File: src/rtl/rs_seq_pkg.sv
// Package: shared widths and types for the rolling shutter row sequencer.
// Assumes: line-count and integration settings are 12 bits each.
package rs_seq_pkg;
    localparam int CFG_W = 12;
    typedef logic [CFG_W-1:0] cfg_t;
endpackage

File: src/rtl/rs_row_ptr.sv
// Module: one row pointer that can be loaded or advanced, wrapping at the array end.
// Assumes: load_val_i < NUM_ROWS. A load wins over an advance in the same cycle.
module rs_row_ptr #(
    parameter int ROW_W    = 10,
    parameter int NUM_ROWS = 1024
) (
    input  logic             clk,
    input  logic             rst_n,
    input  logic             load_i,
    input  logic [ROW_W-1:0] load_val_i,
    input  logic             adv_i,
    output logic [ROW_W-1:0] row_o
);
    localparam logic [ROW_W-1:0] LAST_ROW = ROW_W'(NUM_ROWS - 1);

    logic [ROW_W-1:0] row_q;
    logic [ROW_W-1:0] row_next;

    // Purpose: next row when advancing, with wrap to zero.
    always_comb begin
        row_next = (row_q == LAST_ROW) ? '0 : row_q + 1'b1;
    end

    // Purpose: pointer register; a load takes priority and holds the pointer.
    always_ff @(posedge clk) begin
        if (!rst_n) begin
            row_q <= '0;
        end else if (load_i) begin
            row_q <= load_val_i;
        end else if (adv_i) begin
            row_q <= row_next;
        end
    end

    assign row_o = row_q;
endmodule

File: src/rtl/rs_match_counter.sv
// Module: armed up-counter that raises fire_o once when its count equals the target.
// Assumes: start_i clears the count and rearms. After firing, it stays idle until the next start.
module rs_match_counter
    import rs_seq_pkg::*;
(
    input  logic clk,
    input  logic rst_n,
    input  logic start_i,
    input  logic step_i,
    input  cfg_t target_i,
    output logic fire_o
);
    cfg_t cnt_q;
    logic armed_q;
    logic match;

    // Purpose: compare the count with the target while armed and not restarting.
    always_comb begin
        match = armed_q && (cnt_q == target_i) && !start_i;
    end

    // Purpose: count steps until a match, then disarm. A start clears and rearms.
    always_ff @(posedge clk) begin
        if (!rst_n) begin
            cnt_q   <= '0;
            armed_q <= 1'b0;
        end else if (start_i) begin
            cnt_q   <= '0;
            armed_q <= 1'b1;
        end else if (match) begin
            armed_q <= 1'b0;
        end else if (armed_q && step_i) begin
            cnt_q <= cnt_q + 1'b1;
        end
    end

    assign fire_o = match;
endmodule

File: src/rtl/rs_row_sequencer.sv
// Module: rolling shutter row sequencer, the top level.
// What it does: a frame start loads the readout pointer and restarts the integration and
// line counters. Row clocks advance both pointers and both counters. An integration match
// loads the reset pointer and pulses the reset sync. A line-count match pulses last-line.
// Assumes: configuration is stable during a frame, pointer values are below NUM_ROWS,
// and row_clk_i is a single-cycle strobe.
module rs_row_sequencer
    import rs_seq_pkg::*;
#(
    parameter int ROW_W    = 10,
    parameter int NUM_ROWS = 1024
) (
    input  logic             clk,
    input  logic             rst_n,
    input  logic             frame_start_i,
    input  logic             row_clk_i,
    input  logic [ROW_W-1:0] rd_ptr_cfg_i,
    input  logic [ROW_W-1:0] rst_ptr_cfg_i,
    input  logic [11:0]      nlines_cfg_i,
    input  logic [11:0]      tint_cfg_i,
    output logic             rd_sync_o,
    output logic             rst_sync_o,
    output logic [ROW_W-1:0] rd_row_o,
    output logic [ROW_W-1:0] rst_row_o,
    output logic             last_line_o
);
    logic integ_fire;
    logic line_fire;
    logic rd_sync_q;
    logic rst_sync_q;
    logic last_q;

    // Readout pointer, loaded by the frame start.
    rs_row_ptr #(.ROW_W(ROW_W), .NUM_ROWS(NUM_ROWS)) u_rd_ptr (
        .clk        (clk),
        .rst_n      (rst_n),
        .load_i     (frame_start_i),
        .load_val_i (rd_ptr_cfg_i),
        .adv_i      (row_clk_i),
        .row_o      (rd_row_o)
    );

    // Reset pointer, loaded by the integration match.
    rs_row_ptr #(.ROW_W(ROW_W), .NUM_ROWS(NUM_ROWS)) u_rst_ptr (
        .clk        (clk),
        .rst_n      (rst_n),
        .load_i     (integ_fire),
        .load_val_i (rst_ptr_cfg_i),
        .adv_i      (row_clk_i),
        .row_o      (rst_row_o)
    );

    // Integration line counter.
    rs_match_counter u_integ_cnt (
        .clk      (clk),
        .rst_n    (rst_n),
        .start_i  (frame_start_i),
        .step_i   (row_clk_i),
        .target_i (cfg_t'(tint_cfg_i)),
        .fire_o   (integ_fire)
    );

    // Frame line counter.
    rs_match_counter u_line_cnt (
        .clk      (clk),
        .rst_n    (rst_n),
        .start_i  (frame_start_i),
        .step_i   (row_clk_i),
        .target_i (cfg_t'(nlines_cfg_i)),
        .fire_o   (line_fire)
    );

    // Purpose: register the three pulses so each one lines up with its pointer load.
    always_ff @(posedge clk) begin
        if (!rst_n) begin
            rd_sync_q  <= 1'b0;
            rst_sync_q <= 1'b0;
            last_q     <= 1'b0;
        end else begin
            rd_sync_q  <= frame_start_i;
            rst_sync_q <= integ_fire;
            last_q     <= line_fire;
        end
    end

    assign rd_sync_o   = rd_sync_q;
    assign rst_sync_o  = rst_sync_q;
    assign last_line_o = last_q;
endmodule

File: config.mk
export PLATFORM = sky130hd
export DESIGN_NAME = rs_row_sequencer
export DESIGN_NICKNAME = d
export VERILOG_FILES = /design/src/rtl/rs_seq_pkg.sv /design/src/rtl/rs_row_ptr.sv /design/src/rtl/rs_match_counter.sv /design/src/rtl/rs_row_sequencer.sv
export SDC_FILE = /design/constraint.sdc
export NUM_CORES = 1
export LEC_CHECK = 0
export BUFFER_PORTS_ARGS = -buffer_cell sky130_fd_sc_hd__buf_2
export CAP_MARGIN = 30
export CORE_MARGIN = 2
export CORE_UTILIZATION = 35
export DETAILED_ROUTE_END_ITERATION = 8
export GPL_TIMING_DRIVEN = 0
export PLACE_DENSITY_LB_ADDON = 0.3
export SLEW_MARGIN = 25
export SYNTH_ARGS = -nofsm -noshare
export SYNTH_HDL_FRONTEND = slang
export SYNTH_SLANG_ARGS = --single-unit
File: constraint.sdc
create_clock -name clk -period 3.6 [get_ports clk]
set_clock_uncertainty 0.15 [all_clocks]
set_input_delay 1.08 -clock clk [delete_from_list [all_inputs] [get_ports clk]]
set_output_delay 1.08 -clock clk [all_outputs]
set_load 0.005 [all_outputs]
* Word level (Yosys, flattened, before mapping)
Index checks and enable logic that the tools add are counted.
Word-level totals: bits in latches 0, input port bits 48, flip-flop bits (word level) 49, output and inout port bits 23, ROM bits 0, word-level logic and storage cells 44, memories 0, bits in writable memories 0
Operators by class: multipliers 0, $lt $le $gt $ge 0, div/mod/pow operators 0, reduce and logical (&&, ||, !) cells 14, add/sub/neg operators 4, shift operators 0, muxes and demuxes 10, equal/unequal tests 4, bitwise gates (word level) 3
Operators with widths (number):
- $mux 10 | 6
- $add 12x1->12 const B | 2
- $eq 12x12->1 | 2
- $add 10x1->10 const B | 2
- $eq 10x10->1 const B | 2
- $reduce_bool 2->1 | 4
- $logic_and 1x1->1 | 6
- $mux 1 | 4
- $reduce_and 2->1 | 2
- $not 1->1 | 3
- $reduce_or 2->1 | 1
- $logic_not 1->1 | 1

* Longest topological paths before layout
Gate-level depths: netlist of the first run.
depth in word-level cells 5, gate-level depth with buffers 8, gate-level depth less buffers 6

* By module
From an unflattened synthesis of the first run, not the netlist that was laid out.
Second synthesis, totals: cell total of the unflattened synthesis 344, area, all modules 2941.6 um^2
By module, submodules not included:
- rs_match_counter | area each 817.0 um^2, times used 2, cells an instance 93, sequential area each 260.2 um^2
- rs_row_ptr | area each 614.3 um^2, times used 2, cells an instance 76, sequential area each 200.2 um^2
- rs_row_sequencer | area each 78.8 um^2, times used 1, cells an instance 6, sequential area each 60.1 um^2

* Worst setup path after synthesis of the first run
Ideal clock, no wire load.
path type in2reg, start in tint_cfg_i[5], end reg u_rst_ptr.row_q[3] (netlist: u_rst_ptr.row_o[3]), data required time 3.317 ns, library setup time 0.133 ns, arrival 2.366 ns, slack 0.951 ns, path buffers 2, cell stages on the path 7, path through xnor2_1 > nand4_1 > or4_1 > clkbuf_1 > clkbuf_1 > o21ai_0 > a31oi_1
On the way: word-level cells in the longest chain between the ends 4, elaborated cells on any way between the ends 5, classes of those cells 1 x eq/ne; 1 x mux; 3 x reduce/logical
Ends and longest elaborated chain:
- start: declaration | RTL line rs_row_sequencer.sv:20 | input logic [11:0] tint_cfg_i,
- $eq 12x12->1 (*) | RTL line rs_match_counter.sv:19 | match = armed_q && (cnt_q == target_i) && !start_i;
- $logic_and 1x1->1 (*) (2 in a row) | RTL line rs_match_counter.sv:19
- $mux 10 or $reduce_bool 2->1 (tied branches)
- end signal: assignment | RTL line rs_row_ptr.sv:29 | row_q <= load_val_i;
- end signal: assignment | RTL line rs_row_ptr.sv:31 | row_q <= row_next;
- end: declaration | RTL line rs_row_ptr.sv:16 | logic [ROW_W-1:0] row_q;
Mark *: on every way between the ends. The rest lies on a longest branch, timed or not. A chain may end at the register's enable or synchronous reset.

* Final worst setup path of the first run
start in tint_cfg_i[5], end reg u_integ_cnt.cnt_q[10]
On the way: word-level cells in the longest chain between the ends 5
Ends and longest elaborated chain:
- $eq 12x12->1 | RTL line rs_match_counter.sv:19
- $logic_and 1x1->1 (2 in a row) | RTL line rs_match_counter.sv:19
- $not 1->1 (no source line)
- $reduce_and 2->1 (no source line)
- end signal: assignment | RTL line rs_match_counter.sv:33 | cnt_q <= cnt_q + 1'b1;
- end: declaration | RTL line rs_match_counter.sv:13 | cfg_t cnt_q;
Every way passes these cells.

==> results of run 1 <==
==> logic make-up after synthesis <==
logic type,synth area share
simple gates,0.2850
compound gates,0.1996
flops,0.3564
xor+xnor,0.1018
buf+inv,0.03545
fa+ha+maj,0.01818
mux,0.003637
==> cells in the final DEF, fill, tap and decap left out, types with 2 or more instances in the layout <==
master,netlist,routed
a211oi_1,8,8
a21oi_1,27,27
a31o_2,4,4
a31oi_1,2,2
and3_1,12,12
and4_1,3,3
buf_2,3,70
buf_6,2,2
clkbuf_1,12,13
clkbuf_8,0,6
dfxtp_1,49,49
ha_1,4,4
inv_1,2,2
nand2_1,40,40
nand3_1,14,14
nand4_1,14,14
nor2_1,26,26
nor3_1,7,7
nor4_1,4,4
o211ai_1,5,5
o21ai_0,20,20
o311ai_0,2,2
o31ai_1,12,12
o41ai_1,2,2
or3_1,12,12
or4_1,12,12
xnor2_1,14,14
xor2_1,18,18
==> stage by stage <==
step / instance area, µm² / hold WS [ns] / worst slack (ns) / total power, mW
2_1_floorplan: 2753 / 0.3135 / 0.9513 / 0.6394
3_3_place_gp: 3216 / 0.3290 / 0.4608 / 0.6946
3_5_place_dp: 3216 / 0.3459 / 0.4676 / 0.6969
4_1_cts: 3302 / 0.3589 / 0.7679 / 1.027
5_1_grt: 3302 / 0.3788 / 0.5930 / 1.067
6_report: 3302 / 0.3592 / 0.7483 / 1.013
==> worst max-delay path: cells and delay by family <==
| family | cells | cell delay, ns |
|---|---|---|
| xor+xnor | 1 | 0.14 |
| compound gates | 1 | 0.29 |
| buf+inv | 2 | 0.39 |
| simple gates | 3 | 0.99 |
==> worst max path at each step <==
stage          slack (ns)  cells past startpoint                     to     startpoint
6_report             0.75                      7  u_integ_cnt.cnt_q[10]  tint_cfg_i[5]
5_1_grt              0.59                      6    u_line_cnt.cnt_q[3]  frame_start_i
4_1_cts              0.77                      6    u_line_cnt.cnt_q[1]          rst_n
3_5_place_dp         0.47                      6    u_line_cnt.cnt_q[1]          rst_n
3_3_place_gp         0.46                      7  u_integ_cnt.cnt_q[10]  tint_cfg_i[5]
2_1_floorplan        0.95                      7     u_rst_ptr.row_o[3]  tint_cfg_i[5]
==> sequential cells by signal, summed over array words and instances (netlist names) <==
signal / count
u_rst_ptr.row_o: 10
rst_sync_o: 1
u_line_cnt.cnt_q: 12
u_line_cnt.armed_q: 1
u_integ_cnt.cnt_q: 12
last_line_o: 1
u_integ_cnt.armed_q: 1
rd_sync_o: 1
u_rd_ptr.row_o: 10
==> power by group <==
part           internal, mW  switching [mW]
clock network         0.153           0.175
registers             0.554          0.0176
logic                0.0506          0.0627
==> area by class of cell <==
type | count | area share
Tap cell | 102 | 0.03865
Clock buffer | 7 | 0.02615
Multi-Input combinational cell | 275 | 0.5070
Timing Repair Buffer | 67 | 0.1016
Sequential cell | 49 | 0.2971
Buffer | 18 | 0.02615
Inverter | 3 | 0.003410
==> metal layers <==
metal | GRT usage | up-vias
met4 | 0.05760 | 0
li1 | - | 1430
met3 | 0.03173 | 7
met1 | 0.2530 | 1353
met2 | 0.2792 | 118
met5 | 0 | -
==> results.py, run 1 <==
metrics = {
    "yosys": {
        "yosys_warnings": 0,
        "yosysTopAreaCellShare": 0.3564,
        "synthFlopType": "dfxtp_1",
        "synth_cells": 345,
        "synth_edf_count": 0,
        "ys_seq_area_frac": 0.3564,
        "yosys_register_bits": 49,
        "synthTopCellsByCount": "dfxtp_1 (49), nand2_1 (40), a21oi_1 (27)",
        "synth_area_leaders": "dfxtp_1 (36%), xor2_1 (5.7%), nand2_1 (5.5%), a21oi_1 (4.9%), xnor2_1 (4.5%)",
        "avgSynthCellArea_um2": 7.979,
        "yosysMostFrequentCell": "dfxtp_1",
        "async_flop_share": 0,
        "syn_area_mm2": 0.002753,
        "yosys.area.top_type": "dfxtp_1",
        "synth_fp_nets": 397,
        "synth.distinct_cells": 42,
    },
    "clocking": {
        "ctsHoldBuffers": 0,
        "postCtsResizedCells": 0,
        "clock_path_buffers": 2,
        "cts-buffers-inserted": 5,
        "clkLatencyLatePin_ns": 0.30,
        "cts-htree-levels": 2,
        "cts_tree": "built",
        "post_cts_buffers": 0,
        "clkSinkCount": 49,
        "clk_pin_slew_ns": 0.09,
        "cts-root-buf": "clkbuf_8",
    },
    "grt": {
        "grt_max_degree": 14,
        "grt_overflow": 0,
        "grt_pass1_vias": 2695,
        "antenna_found_initial": 0,
        "grt_pass1_wl_um": 12680,
        "grtUsageTotal": 0.1797,
    },
    "setup_path": {
        "crit_chain": "buf_2, xnor2_1, nand4_1, nor4_1, buf_2, nand2_1, a31o_2",
        "crit_path_end_kind": "flip-flop",
        "rr_worst_depth": 6,
        "crit_slowest_cell": "nor4_1",
        "required_ns": 3.64,
        "crit_type": "in2reg",
        "path_common_cell": "buf_2",
        "start_kind": "primary input",
        "critPathMaxFanout": 10,
        "reg2reg_to": "u_integ_cnt.cnt_q[10]",
        "cp_data_arrival_time_ns": 2.89,
        "reg2reg_slack_ns": 1.18,
        "rr_startpoint": "u_integ_cnt.cnt_q[0]",
        "max_stage_delay_ns": 0.54,
    },
    "cells_and_area": {
        "multiInputGateArea_mm2": 0.001674,
        "seq_area_um2": 980.9,
        "fill_cells": 832,
        "post-route-util": 0.4295,
        "finalNonFillerCells": 521,
        "nNetsFinal": 471,
        "drive_above_1_share": 0.1957,
        "antennaDiodeCount": 0,
        "area_growth_pct": 19.95,
    },
    "pwr": {
        "leakage_nw": 1.282,
        "ir_drop_mv": 0.1862,
        "power.density_mw_per_mm2": 306.8,
    },
    "die": {
        "num_io_pins": 71,
        "core_area_mm2": 0.007687,
        "dieArea_mm2": 0.008591,
        "start_util": 0.3581,
        "fp.dieH_um": 92.69,
        "die_w_um": 92.69,
        "rows": 32,
    },
    "sta": {
        "slew_headroom": 0.6343,
        "finalCritPeriodShare": 0.7921,
        "setup_violations": 0,
        "drv_slew": 0,
        "post-route-min-period_ns": 2.852,
        "finalHoldViolCount": 0,
        "tns_ns": 0,
        "rsz0062_at_grt": "false",
        "max_freq_mhz": 350.7,
        "worstMarginPinSlew_ns": 0.5436,
    },
    "place": {
        "dpl.cell_count": 514,
        "dp_hpwl_um": 5662,
        "gp_congestion": 0.8635,
        "port_buffers": 67,
    },
    "route": {
        "drc_errors": 0,
        "dr.max_layer_used": "met4",
        "drtIter0Drc": 160,
        "avgRoutedWirePerCell_um": 14.57,
        "first_pass_iters": 7,
        "met3_length_um": 515,
        "postRouteAntennaNets": 0,
        "wl_met2_um": 3424,
        "met1Wirelength_um": 3573,
        "vias_per_cell": 5.582,
        "vias": 2908,
        "drt_wl_total_um": 7592,
    },
    "min_path": {
        "hold_path_depth": 2,
        "worstHoldEndpoint": "u_line_cnt.cnt_q[11]",
        "hp-class": "reg2reg",
        "holdCritStartpoint": "u_line_cnt.cnt_q[11]",
    },
    "run": {
        "maxCapViolCount": 0,
    },
    "run_status": {
        "status": "completed",
    },
}
No activity file was read; power rests on OpenSTA's default activity.
==> inputs of run 2 (changes only) <==
Settings changed: ABC_AREA set to 1.
Clock period 3.6 ns to 2.9 ns, I/O delays scaled along.
==> results.py, run 2 <==
metrics = {
    "sta": {
        "finalHoldViolCount": 0,
        "slew_headroom": 0.5192,
        "post-route-min-period_ns": 2.061,
        "setup_violations": 0,
        "finalCritPeriodShare": 0.7108,
        "max_freq_mhz": 485.1,
        "setup_ws_ns": 0.8386,
        "worstMarginPinSlew_ns": 0.7185,
        "drv_slew": 0,
        "rsz0062_at_grt": "false",
        "tns_ns": 0,
    },
    "yosys": {
        "yosys_warnings": 0,
        "yosysTopAreaCellShare": 0.3010,
        "avgSynthCellArea_um2": 6.638,
        "synthTopCellsByCount": "nand2_1 (128), nand3_1 (56), inv_1 (55)",
        "syn_area_mm2": 0.003259,
        "yosysMostFrequentCell": "nand2_1",
        "async_flop_share": 0,
        "synth_area_leaders": "dfxtp_1 (30%), nand2_1 (15%), nand3_1 (8.6%), xor2_1 (8.1%), inv_1 (6.3%)",
        "synth_edf_count": 0,
        "synthFlopType": "dfxtp_1",
        "synth_fp_nets": 543,
        "yosys_register_bits": 49,
        "synth.distinct_cells": 37,
        "yosys.area.top_type": "dfxtp_1",
        "ys_seq_area_frac": 0.3010,
        "synth_cells": 491,
    },
    "min_path": {
        "hp-class": "reg2reg",
        "holdCritStartpoint": "u_line_cnt.armed_q",
        "hold_path_depth": 2,
        "worstHoldEndpoint": "last_line_o",
    },
    "clocking": {
        "cts-buffers-inserted": 5,
        "clkSinkCount": 49,
        "cts-htree-levels": 2,
        "cts_tree": "built",
        "clkLatencyLatePin_ns": 0.30,
        "post_cts_buffers": 0,
        "cts-root-buf": "clkbuf_8",
        "postCtsResizedCells": 0,
        "ctsHoldBuffers": 0,
        "clock_path_buffers": 2,
        "clk_pin_slew_ns": 0.09,
    },
    "cells_and_area": {
        "nNetsFinal": 620,
        "final_cell_mix": "nand2_1 (128), buf_2 (77), nand3_1 (56)",
        "fill_cells": 970,
        "layout_commonest_cell": "nand2_1",
        "antennaDiodeCount": 0,
        "area_growth_pct": 18.58,
        "drive_above_1_share": 0.1986,
        "largestRegisters": "u_integ_cnt.cnt_q: 12 flops, u_line_cnt.cnt_q: 12 flops",
        "finalNonFillerCells": 680,
    },
    "run_status": {
        "status": "completed",
    },
    "route": {
        "wl_met2_um": 3828,
        "first_pass_iters": 4,
        "avgRoutedWirePerCell_um": 11.99,
        "drt_wl_total_um": 8152,
        "drc_errors": 0,
        "vias": 3252,
        "met1Wirelength_um": 3908,
        "vias_per_cell": 4.782,
        "drtIter0Drc": 111,
        "postRouteAntennaNets": 0,
        "met3_length_um": 370,
        "dr.max_layer_used": "met4",
    },
    "setup_path": {
        "cp_data_arrival_time_ns": 2.12,
        "critPathTopFamily": "simple AND/OR/NAND/NOR gates",
        "path_buf_inv": 2,
        "reg2reg_to": "u_rd_ptr.row_o[3]",
        "start_kind": "primary input",
        "critPathMaxFanout": 10,
        "crit_chain": "buf_2, buf_2, nor2_1, nor2_1, o21a_1, nand2_1, nand2_1",
        "crit_path_end_kind": "flip-flop",
        "required_ns": 2.96,
        "crit_type": "in2reg",
        "max_stage_delay_ns": 0.57,
        "rr_worst_depth": 8,
        "reg2reg_slack_ns": 0.88,
        "startpoint": "row_clk_i",
        "crit_slowest_cell": "nor2_1",
        "rr_startpoint": "u_rd_ptr.row_o[0]",
    },
    "pwr": {
        "leakage_nw": 1.712,
        "ir_drop_mv": 0.1526,
        "power.density_mw_per_mm2": 365.9,
    },
    "grt": {
        "antenna_found_initial": 0,
        "grt_overflow": 0,
        "grt_pass1_vias": 3128,
        "grt_pass1_wl_um": 13860,
        "grt_max_degree": 15,
        "grtUsageTotal": 0.1672,
    },
    "die": {
        "die_w_um": 100.5,
        "start_util": 0.3561,
        "rows": 35,
        "num_io_pins": 71,
        "fp.dieH_um": 100.5,
        "dieArea_mm2": 0.01010,
        "core_area_mm2": 0.009153,
    },
    "place": {
        "gp_congestion": 0.8635,
        "port_buffers": 70,
        "dp_hpwl_um": 6267,
        "dp_slack_ns": 0.5270,
        "dpl.cell_count": 672,
    },
    "run": {
        "maxCapViolCount": 0,
    },
}
## run 2: how the worst max path moves through the flow
stage	end	slack, ns	cells after the start
5_1_grt	u_rd_ptr.row_o[3]	0.65	6
3_5_place_dp	u_rst_ptr.row_o[6]	0.53	12
4_1_cts	u_rst_ptr.row_o[6]	0.86	12
3_3_place_gp	u_rd_ptr.row_o[7]	0.54	7
2_1_floorplan	u_rst_ptr.row_o[6]	0.84	11
6_report	u_rd_ptr.row_o[7]	0.84	7
## run 2: report_power, final
| part | internal [mW] | switching (mW) | total [mW] |
|---|---|---|---|
| combinational | 0.0782 | 0.106 | 0.184 |
| clock | 0.282 | 0.238 | 0.520 |
| sequential | 0.690 | 0.0206 | 0.710 |
| total | 1.05 | 0.364 | 1.41 |
## run 2: metrics by stage
step                utilization  area [µm²]  total power [mW]  hold WS (ns)
floorplan                     -        3259            0.8299        0.2789
finish                   0.4223        3865             1.414        0.3252
detailed placement       0.4096        3749            0.9111        0.3199
global route             0.4223        3865             1.488        0.3616
CTS                      0.4223        3865             1.437        0.3332
global placement         0.4096        3749            0.9071        0.3107
## run 2: worst min-delay path, stage by stage (launching register included)
cell,delay (ns)
dfxtp_1,0.33
nand2_1,0.06
nor2_1,0.05
## run 2: area by class of cell
cell class	instances	area (µm²)	share of cell area
inverter	57	214.0	0.05536
buffer	20	132.6	0.03432
clock buffer	7	86.33	0.02234
tap	111	138.9	0.03593
sequential	49	980.9	0.2538
multi-input combinational	365	1932	0.4998
timing repair buffer	70	350.3	0.09064
clock inverter	1	30.03	0.007769
## run 2: metal layers
metal  vias to the layer above  GRT usage
met5                         -          0
met1                      1448     0.2103
met2                        74     0.2999
met4                         0    0.03688
li1                       1725          -
met3                         5    0.02705
## run 2: logic make-up (layout without fill, tap and decap cells)
| group | Yosys count | in the layout | share of synthesized area |
|---|---|---|---|
| AOI/OAI and AO/OA | 61 | 61 | 0.1090 |
| xor gates and xnor gates | 41 | 41 | 0.1125 |
| adders and majority gates | 4 | 4 | 0.01536 |
| buffers and inverters | 77 | 155 | 0.1063 |
| DFF | 49 | 49 | 0.3010 |
| and+or+nand+nor | 259 | 259 | 0.3559 |
